<file path="src/rtl/pgacc_pkg.sv">
package pgacc_pkg;

  localparam int SYN_W = 32;

  localparam logic [1:0] KIND_LOAD  = 2'd0;
  localparam logic [1:0] KIND_STORE = 2'd1;
  localparam logic [1:0] KIND_FETCH = 2'd2;

  localparam logic [2:0] RSN_HIT   = 3'd0;
  localparam logic [2:0] RSN_NOMAP = 3'd1;
  localparam logic [2:0] RSN_NXSEG = 3'd2;
  localparam logic [2:0] RSN_DSRSV = 3'd3;
  localparam logic [2:0] RSN_DSEXT = 3'd4;

  // Syndrome building blocks; data values are composed from them.
  localparam logic [SYN_W-1:0] SYN_MISS   = 32'h4000_0000;
  localparam logic [SYN_W-1:0] SYN_NXDS   = 32'h1000_0000;
  localparam logic [SYN_W-1:0] SYN_PROT   = 32'h0800_0000;
  localparam logic [SYN_W-1:0] SYN_DSDATA = 32'h0400_0000;
  localparam logic [SYN_W-1:0] SYN_STORE  = 32'h0200_0000;
  localparam logic [SYN_W-1:0] SYN_EXTCTL = 32'h0010_0000;

  typedef enum logic [2:0] {
    CS_NONE  = 3'd0,
    CS_NOMAP = 3'd1,
    CS_PROT  = 3'd2,
    CS_NX    = 3'd3,
    CS_DSRSV = 3'd4,
    CS_DSEXT = 3'd5
  } cause_e;

  typedef struct packed {
    logic rd;
    logic wr;
    logic ex;
  } rights_t;

endpackage

</file>
<file path="src/rtl/pgacc_rights.sv">
module pgacc_rights
  import pgacc_pkg::*;
(
  input  logic [1:0] pp,
  input  logic       key,
  input  logic       nx,
  output rights_t    rights
);

  logic rd_l, wr_l;

  always_comb begin
    rd_l = 1'b1;
    wr_l = 1'b0;
    if (!key) begin
      wr_l = (pp != 2'd3);
    end else begin
      unique case (pp)
        2'd0: begin rd_l = 1'b0; wr_l = 1'b0; end
        2'd2: wr_l = 1'b1;
        default: wr_l = 1'b0;
      endcase
    end
  end

  assign rights.rd = rd_l;
  assign rights.wr = wr_l;
  assign rights.ex = ~nx;

endmodule

</file>
<file path="src/rtl/pgacc_judge.sv">
module pgacc_judge
  import pgacc_pkg::*;
(
  input  rights_t    rights,
  input  logic [1:0] kind,
  input  logic [2:0] reason,
  output cause_e     cause
);

  logic is_fetch, is_store, need_ok;

  assign is_fetch = (kind == KIND_FETCH);
  assign is_store = (kind == KIND_STORE);

  always_comb begin
    if (is_fetch)      need_ok = rights.ex;
    else if (is_store) need_ok = rights.wr;
    else               need_ok = rights.rd;
  end

  always_comb begin
    unique case (reason)
      RSN_HIT:   cause = need_ok ? CS_NONE : CS_PROT;
      RSN_NXSEG: cause = is_fetch ? CS_NX : (need_ok ? CS_NONE : CS_PROT);
      RSN_DSRSV: cause = CS_DSRSV;
      RSN_DSEXT: cause = CS_DSEXT;
      default:   cause = CS_NOMAP;
    endcase
  end

endmodule

</file>
<file path="src/rtl/pgacc_syndrome.sv">
module pgacc_syndrome
  import pgacc_pkg::*;
#(
  parameter int ADDR_W = 32
) (
  input  cause_e             cause,
  input  logic [1:0]         kind,
  input  logic [ADDR_W-1:0]  addr,
  output logic               granted,
  output logic               exc_instr,
  output logic               exc_data,
  output logic [SYN_W-1:0]   syndrome,
  output logic [ADDR_W-1:0]  fault_addr
);

  logic is_fetch, is_store, fault;
  logic [SYN_W-1:0] st_bit;

  assign is_fetch = (kind == KIND_FETCH);
  assign is_store = (kind == KIND_STORE);
  assign fault    = (cause != CS_NONE);
  assign st_bit   = is_store ? SYN_STORE : '0;

  assign granted   = ~fault;
  assign exc_instr = fault & is_fetch;
  assign exc_data  = fault & ~is_fetch;
  assign fault_addr = exc_data ? addr : '0;

  always_comb begin
    syndrome = '0;
    if (is_fetch) begin
      unique case (cause)
        CS_NOMAP: syndrome = SYN_MISS;
        CS_PROT:  syndrome = SYN_PROT;
        CS_NX, CS_DSRSV, CS_DSEXT: syndrome = SYN_NXDS;
        default:  syndrome = '0;
      endcase
    end else begin
      unique case (cause)
        CS_NOMAP: syndrome = SYN_MISS | st_bit;
        CS_PROT:  syndrome = SYN_PROT | st_bit;
        CS_DSRSV: syndrome = SYN_DSDATA | st_bit;
        CS_DSEXT: syndrome = SYN_DSDATA | SYN_EXTCTL | st_bit;
        default:  syndrome = '0;
      endcase
    end
  end

endmodule

</file>
<file path="src/rtl/pgacc_unit.sv">
module pgacc_unit
  import pgacc_pkg::*;
#(
  parameter int ADDR_W = 32
) (
  input  logic [1:0]        pp,
  input  logic              key,
  input  logic              nx,
  input  logic [1:0]        kind,
  input  logic [2:0]        reason,
  input  logic [ADDR_W-1:0] addr,
  output logic              rd_ok,
  output logic              wr_ok,
  output logic              ex_ok,
  output logic              granted,
  output logic              exc_instr,
  output logic              exc_data,
  output logic [31:0]       syndrome,
  output logic [ADDR_W-1:0] fault_addr
);

  rights_t rights;
  cause_e  cause;

  pgacc_rights u_rights (
    .pp     (pp),
    .key    (key),
    .nx     (nx),
    .rights (rights)
  );

  pgacc_judge u_judge (
    .rights (rights),
    .kind   (kind),
    .reason (reason),
    .cause  (cause)
  );

  pgacc_syndrome #(.ADDR_W(ADDR_W)) u_syn (
    .cause      (cause),
    .kind       (kind),
    .addr       (addr),
    .granted    (granted),
    .exc_instr  (exc_instr),
    .exc_data   (exc_data),
    .syndrome   (syndrome),
    .fault_addr (fault_addr)
  );

  assign rd_ok = rights.rd;
  assign wr_ok = rights.wr;
  assign ex_ok = rights.ex;

endmodule

</file>
<file path="config.mk">
export PLATFORM = sky130hd
export DESIGN_NAME = pgacc_unit
export DESIGN_NICKNAME = d
export VERILOG_FILES = /design/src/rtl/pgacc_pkg.sv /design/src/rtl/pgacc_rights.sv /design/src/rtl/pgacc_judge.sv /design/src/rtl/pgacc_syndrome.sv /design/src/rtl/pgacc_unit.sv
export SDC_FILE = /design/constraint.sdc
export NUM_CORES = 1
export LEC_CHECK = 0
export BUFFER_PORTS_ARGS = -buffer_cell sky130_fd_sc_hd__buf_2
export CAP_MARGIN = 20
export CORE_ASPECT_RATIO = 0.8
export CORE_UTILIZATION = 27
export DETAILED_ROUTE_END_ITERATION = 16
export PLACE_DENSITY = 0.9
export REMOVE_ABC_BUFFERS = 1
export SLEW_MARGIN = 20
export SYNTH_ARGS = -nofsm -noshare
export SYNTH_HDL_FRONTEND = slang
export SYNTH_SLANG_ARGS = --single-unit
</file>
<file path="constraint.sdc">
create_clock -name vclk -period 1.6
set_input_delay 0.4 -clock vclk [all_inputs]
set_output_delay 0.4 -clock vclk [all_outputs]
set_load 0.01 [all_outputs]
</file>
; ---- Word level (Yosys, flattened, before mapping)
; Cells that the tools add are included.
[word_totals]
rom_bits = 0
regBits = 0
latchBits = 0
mem_count = 0
ram_bits = 0
output_inout_bits = 70
word_cells = 35
input_bits = 41
[op_classes]
magnitude_cmp = 0
div = 0
n_addsub = 0
muxes = 14
n_mul = 0
eq_ne = 12
n_reduce_logical = 4
bitwise = 5
shifts = 0
[ops]
columns = cell, count
row1 = $pmux 32 s4, 1
row2 = $pmux 31 s3, 1
row3 = $mux 32, 2
row4 = $mux 26, 1
row5 = $eq 3x2->1 const B, 4
row6 = $pmux 3 s4, 1
row7 = $eq 3x3->1 const B, 3
row8 = $mux 1, 6
row9 = $eq 2x2->1 const B, 2
row10 = $eq 3x1->1 const B, 1
row11 = $logic_not 3->1, 1
row12 = $mux 3, 1
row13 = $not 1->1, 3
row14 = $reduce_bool 3->1, 1
row15 = $reduce_or 3->1, 1
row16 = $and 1x1->1, 2
row17 = $eq 2x1->1 const B, 1
row18 = $logic_not 2->1, 1
row19 = $mux 2, 1
row20 = $ne 2x2->1 const B, 1

; ---- Depth between registers and ports, before layout
; Gate-level depths: netlist of run 1.
[logic_depth]
depth_word = 12
ltp_mapped = 4
mapped_depth_nobuf = 3

; ---- Hierarchy
; Synthesis of run 1 repeated with hierarchy kept, for this count alone.
[hier_totals]
cells_unflattened = 104
area_unflattened_um2 = 738.2
[by_module_without_submodules]
columns = module, area_each_um2, instances, cells_each, seq_area_each_um2
row1 = pgacc_syndrome, 623.1, 1, 86, 0.0
row2 = pgacc_judge, 77.6, 1, 13, 0.0
row3 = pgacc_rights, 37.5, 1, 5, 0.0

; ---- Worst setup path after synthesis of run 1
; No wires, ideal clock.
[synth_timing]
path_type = input port to output port
startpoint = input port pp[0]
endpoint = output port fault_addr[12]
required_time_ps = 1200
n_path_buf = 1
stages = 4
arrival_time_ps = 1260
path_slack_ps = -60
cell_sequence = nor4b_4 > a21oi_4 > buf_4 > a21boi_0
[synth_via]
elab_chain_cells = 11
elab_cells_between_ends = 15
classes_between = eq/ne: 2 / mux: 10 / bitwise: 1 / reduce/logical: 2
[synth_lines]
columns = element, line_no
row1 = "start, declared", pgacc_unit.sv:6  ; input logic [1:0] pp,
row2 = $eq 2x2->1 or $logic_not 2->1 (tied branches), pgacc_rights.sv:18  ; unique case (pp)
row3 = $mux 1, pgacc_rights.sv:18
row4 = $mux 1, pgacc_rights.sv:15  ; if (!key) begin
row5 = $mux 1 (*), pgacc_judge.sv:17  ; else if (is_store) need_ok = rights.wr;
row6 = $mux 1 (*), pgacc_judge.sv:16  ; if (is_fetch) need_ok = rights.ex;
row7 = $mux 2 (*), "pgacc_judge.sv:23, pgacc_judge.sv:24"
row8 = $mux 3, pgacc_judge.sv:24  ; RSN_NXSEG: cause = is_fetch ? CS_NX : (need_ok ? CS_NONE : CS_PROT);
row9 = $pmux 3 s4 (*), pgacc_judge.sv:22  ; unique case (reason)
row10 = $reduce_bool 3->1 (*), pgacc_syndrome.sv:21  ; assign fault = (cause != CS_NONE);
row11 = $and 1x1->1 (*), pgacc_syndrome.sv:26  ; assign exc_data = fault & ~is_fetch;
row12 = $mux 32 (*), pgacc_syndrome.sv:27  ; assign fault_addr = exc_data ? addr : '0;
row13 = "end, declared", pgacc_unit.sv:19  ; output logic [ADDR_W-1:0] fault_addr
; Mark *: on every way between the ends. The rest lies on a longest branch, timed or not.

; ---- Worst setup path after layout of run 1
[layout_timing]
startpoint = input port pp[1]
endpoint = output port granted
[layout_via]
elab_chain_cells = 10
elab_cells_between_ends = 14
classes_between = eq/ne: 2 / mux: 9 / bitwise: 1 / reduce/logical: 2
[layout_lines]
columns = element, line_no
row1 = $eq 2x2->1 or $logic_not 2->1 (tied branches), pgacc_rights.sv:18
row2 = $mux 1, pgacc_rights.sv:18
row3 = $mux 1, pgacc_rights.sv:15
row4 = $mux 1 (*), pgacc_judge.sv:17
row5 = $mux 1 (*), pgacc_judge.sv:16
row6 = $mux 2 (*), "pgacc_judge.sv:23, pgacc_judge.sv:24"
row7 = $mux 3, pgacc_judge.sv:24
row8 = $pmux 3 s4 (*), pgacc_judge.sv:22
row9 = $reduce_bool 3->1 (*), pgacc_syndrome.sv:21
row10 = $not 1->1 (*), pgacc_syndrome.sv:24  ; assign granted = ~fault;
row11 = "end, declared", pgacc_unit.sv:15  ; output logic granted,
; Marked as above.

==> reports/metrics.yaml, run 1 <==
fin_area_mm2: 0.00115
grt_pass1_wl_mm: 2.57
required_ps: 1200
whs_ps: 1070
gp_congestion: 0.723
synth_top_family_by_area: "compound AO/OA/AOI/OAI gates"
p_leak_nw: 0.689
rows: 15
ios: 111
seq_area_um2: 0
num_antenna_cells: 0
grt-ovfl-total: 0
drtIter0Drc: 10
grt_usage_pct: 11.6
seq_cells: 0
violations: "negative setup slack"
critPathArrivalTime_ps: 1440
drcViolationCount: 0
cp-start-kind: "primary input"
synth_cell_types: 23
min_path_cells: 3
ir_drop_mv: 0.138
yosysWarnings: 0
ys_seq_area_share_pct: 0
synth-compound-area-share_pct: 46.5
grt_pass1_vias: 617
worstPathCellList: "buf_8, mux2_4, a21oi_4, buf_6, o211a_1, buf_2"
cp_slowest_cell: "mux2_4"
drive_gt1_share_pct: 58.9
coreArea_mm2: 0.00227
wire_per_inst_um: 9.54
power_per_cell_area_mw_per_mm2: 327
hold_class: "primary input to primary output"
p_total_uw: 375
synth_cells: 94
avgViaCountPerCell: 4.09
finalCritPeriodShare_pct: 115
port_buffers: 85
place_area_mm2: 0.00108
rsz0062_at_grt: "true"
die_h_um: 46.9
muxShareOfSynthArea_pct: 3.86
final_net_count: 223
hold_viol: 0
cts_hold_buf: 0
post-dp-hpwl_mm: 1.67
synth-simple-area-share_pct: 13.1
postCtsSetupBuffers: 0
min_to: "rd_ok"
fin_crit_ps: 1840
drv_cap: 0
initial_core_util_pct: 30.0
setup_viol_count_final: 35
slew_violations: 0
crit_buf_inv: 3
die_area_mm2: 0.00273
multi_input_area_um2: 563
drtAntennaViolNets: 0
finalWirelength_mm: 2.04
die_width_um: 58.1
cp_top_family: "buffers and inverters"
path_max_fanout: 8
via_count: 876
critPathMaxStageDelay_ps: 320
clock_buffers: 0
syn_area_per_cell_um2: 7.24
hp-start: "key"
grt_max_degree: 34
dr.pass1.iters: 4
synthAdderAreaFrac_pct: 0
fmax_ghz: 0.544
setup_ws_ps: -239
fill_cells: 234
antenna_found_initial: 0
endpoint_kind: "primary output"
synthesis.area_um2: 681
area_growth_pct: 68.7
path_class: "primary input to primary output"
status: "complete, but fails checks"
synthXorXnorAreaFrac_pct: 0
[per-layer routing]
layer  global-route usage, %  routed length [µm]  vias to the layer above  part of all wire, %
met5                       0                   0                        -                    0
met1                    13.6                 779                      382                   38
met2                    24.8                1100                       50                   54
met3                   0.826                 161                        0                  7.9
li1                        -                   -                      444                    -
met4                       0                   0                        0                    0
[placed cells by master (no fill, tap or decap), drive strengths merged, types with 2 or more instances in the layout]
cell    count
nand2       3
inv         3
buf        93
nor2        5
mux2        2
nand2b      3
conb       26
a21boi     33
a21oi       5
[area by class of cell]
| type | instances | share of cell area (%) |
|---|---|---|
| inverter | 3 | 0.980 |
| timing repair buffer | 93 | 46.3 |
| tap | 34 | 3.70 |
| multi-input combinational | 84 | 49.0 |
[Yosys cell counts, types with 2 or more instances]
| library cell | instances | area, µm² |
|---|---|---|
| a21boi_0 | 27 | 203 |
| a21boi_1 | 6 | 45.0 |
| a21oi_1 | 4 | 20.0 |
| buf_4 | 28 | 210 |
| clkbuf_1 | 2 | 7.51 |
| inv_1 | 3 | 11.3 |
| nand2_1 | 3 | 11.3 |
| nand2b_1 | 2 | 12.5 |
| nor2_1 | 5 | 18.8 |
[kinds of logic after synthesis]
kind of cell / Yosys count
other cells: 1
compound gates: 42
simple gates: 14
buf+inv: 35
mux: 2
[worst max-delay path by stage]
stage	start	slack (ps)	cells past startpoint	endpoint
5_1_grt	pp[1]	-280	6	granted
2_1_floorplan	reason[2]	-1010	2	fault_addr[10]
3_3_place_gp	pp[1]	-270	6	granted
4_1_cts	pp[1]	-250	6	granted
6_report	pp[1]	-240	6	granted
3_5_place_dp	pp[1]	-290	6	granted
[stage by stage]
step                      TNS (ps)  setup slack, ps  util [%]  instances
after floorplan             -32510            -1010         -         87
after global placement       -7710             -269      47.4        213
after detailed placement     -8460             -286      47.4        213
after CTS                    -6990             -246      49.3        214
after global routing         -8210             -275      50.6        214
final                        -6860             -239      50.6        214
[where the power goes]
group | switching (mW) | internal (mW) | leakage, nW | total, mW
sequential | 0 | 0 | 0 | 0
clock | 0 | 0 | 0 | 0
combinational | 0.198 | 0.177 | 0.689 | 0.375
total | 0.198 | 0.177 | 0.689 | 0.375
[timing repair]
item,CTS,global route
resized for setup,27,9
cloned,1,0
pin swaps,4,2
setup endpoints to repair,35,35
Note: power is estimated with default switching activity, not from simulation.
==> run 2, diff against run 1 <==
BUFFER_PORTS_ARGS = unset   (was -buffer_cell sky130_fd_sc_hd__buf_2)
CORE_AREA = 2 2 43 45   (was unset)
CORE_ASPECT_RATIO = unset   (was 0.8)
CORE_UTILIZATION = unset   (was 27)
DIE_AREA = 0 0 45 47   (was unset)
DONT_BUFFER_PORTS = 1   (was unset)
GPL_TIMING_DRIVEN = 0   (was unset)
PLACE_DENSITY = 0.67   (was 0.9)
TNS_END_PERCENT = 5   (was unset)
==> run 2 against run 1 <==
The flow still finishes with violations (negative setup slack). Largest power group unchanged. Die area down 22%. Wire length down 8.2%. Core utilization down 2.7 points. Highest routed layer unchanged.
==> reports/metrics.yaml, run 2 (synthesis gave the netlist of run 1 again) <==
status: "complete, but fails checks"  # unchanged
violations: "negative setup slack"  # unchanged
fin_crit_ps: 1680  # was 1840 ps
seq_cells: 0  # unchanged
avgViaCountPerCell: 5.51  # was 4.09
wire_per_inst_um: 16.7  # was 9.54 µm
initial_core_util_pct: 41.2  # was 30.0%
num_antenna_cells: 0  # unchanged
finalCritPeriodShare_pct: 105  # was 115%
grt-ovfl-total: 0  # unchanged
coreArea_mm2: 0.00165  # was 0.00227 mm²
area_growth_pct: 16.2  # was 68.7%
grt_max_degree: 18  # was 34
finalWirelength_mm: 1.87  # was 2.04 mm
startpoint: "kind[1]"  # was pp[1]
drive_gt1_share_pct: 34.7  # was 58.9%
die_h_um: 47  # was 46.9 µm
ir_drop_mv: 0.132  # was 0.138 mV
fmax_ghz: 0.595  # was 0.544 GHz
rsz0062_at_grt: "true"  # unchanged
post-dp-hpwl_mm: 1.32  # was 1.67 mm
final_cell_mix: "26 x conb_1, 13 x a21boi_2, 9 x a21boi_1"  # was 82 x buf_2, 26 x conb_1, 18 x a21boi_1
path_max_fanout: 17  # was 8
slew_violations: 0  # unchanged
critPathArrivalTime_ps: 1280  # was 1440 ps
drcViolationCount: 0  # unchanged
drtAntennaViolNets: 0  # unchanged
grt_pass1_vias: 453  # was 617
hold_viol: 0  # unchanged
hp-start: "nx"  # was key
setup_ws_ps: -81.0  # was -239 ps
seq_area_um2: 0  # unchanged
antenna_found_initial: 0  # unchanged
place_area_um2: 577  # was 0.00108 mm²
setup_viol_count_final: 24  # was 35
clock_buffers: 0  # unchanged
cp-start-kind: "primary input"  # unchanged
grt_pass1_wl_mm: 2.16  # was 2.57 mm
die_width_um: 45  # was 58.1 µm
cts_hold_buf: 0  # unchanged
final_net_count: 138  # was 223
ios: 111  # unchanged
drtIter0Drc: 2  # was 10
endpoint_kind: "primary output"  # unchanged
drv_cap: 0  # unchanged
final_common_cell: "conb_1"  # was buf_2
port_buffers: 0  # was 85
fin_area_um2: 791  # was 0.00115 mm²
min_path_cells: 1  # was 3
path_class: "primary input to primary output"  # unchanged
p_leak_nw: 0.356  # was 0.689 nW
via_count: 617  # was 876
hold_class: "primary input to primary output"  # unchanged
rows: 15  # unchanged
setup_tns_ps: -1390  # was -6860 ps
dr.pass1.iters: 4  # unchanged
gp_congestion: 0.609  # was 0.723
power_per_cell_area_mw_per_mm2: 363  # was 327 mW/mm²
die_area_mm2: 0.00212  # was 0.00273 mm²
grt_usage_pct: 14.0  # was 11.6%
required_ps: 1200  # about the same
run 2: changes by cell type in the layout (fill, tap and decap cells not counted), sizes merged:
cell,previous run,this run
a21oi,5,7
buf,93,6
run 2: metal layers:
layer / up-vias / GRT usage, % / share of wire, %
met2: 62 / 27.4 / 53
met5: - / 0 / 0
li1: 278 / - / -
met1: 277 / 18.0 / 35
met4: 0 / 0 / 0
met3: 0 / 0.385 / 12
run 2: what timing repair did:
action                                  CTS  global route
gates resized for setup                  44             8
endpoints found under the setup margin   34            35
cloned                                    2             0
pin swaps                                 3             1
buffers inserted                          2             3
hold endpoints to repair                  0             0
run 2: report_power, final:
part | leakage [nW] | internal (mW) | switching, mW
clock network | 0 | 0 | 0
logic | 0.356 | 0.103 | 0.184
registers | 0 | 0 | 0
run 2: critical path: stages:
cell and delay (ps):
nor4b_4 270, buf_6 180, a21oi_4 40, buf_12 180, a21boi_2 200
run 2: final timing paths:
kind	to
worst max-delay path	fault_addr[15]
worst min-delay path	ex_ok
run 2: per-stage QoR:
stage	worst slack (ps)	utilization, %	power, mW	hold slack [ps]	std cells
final	-81.0	47.9	0.287	846	112
after global placement	-1690	34.0	0.189	847	104
after CTS	-65.5	44.5	0.263	846	109
after global routing	-109	47.9	0.311	850	112
after floorplan	-1010	-	0.169	844	87
after detailed placement	-426	34.9	0.197	846	105
run 2: final cells by class:
class | count | area, µm²
Inverter | 3 | 11.3
Timing Repair Buffer | 6 | 68.8
Fill cell | 162 | 861
Multi-Input combinational cell | 86 | 689
Tap cell | 17 | 21.3
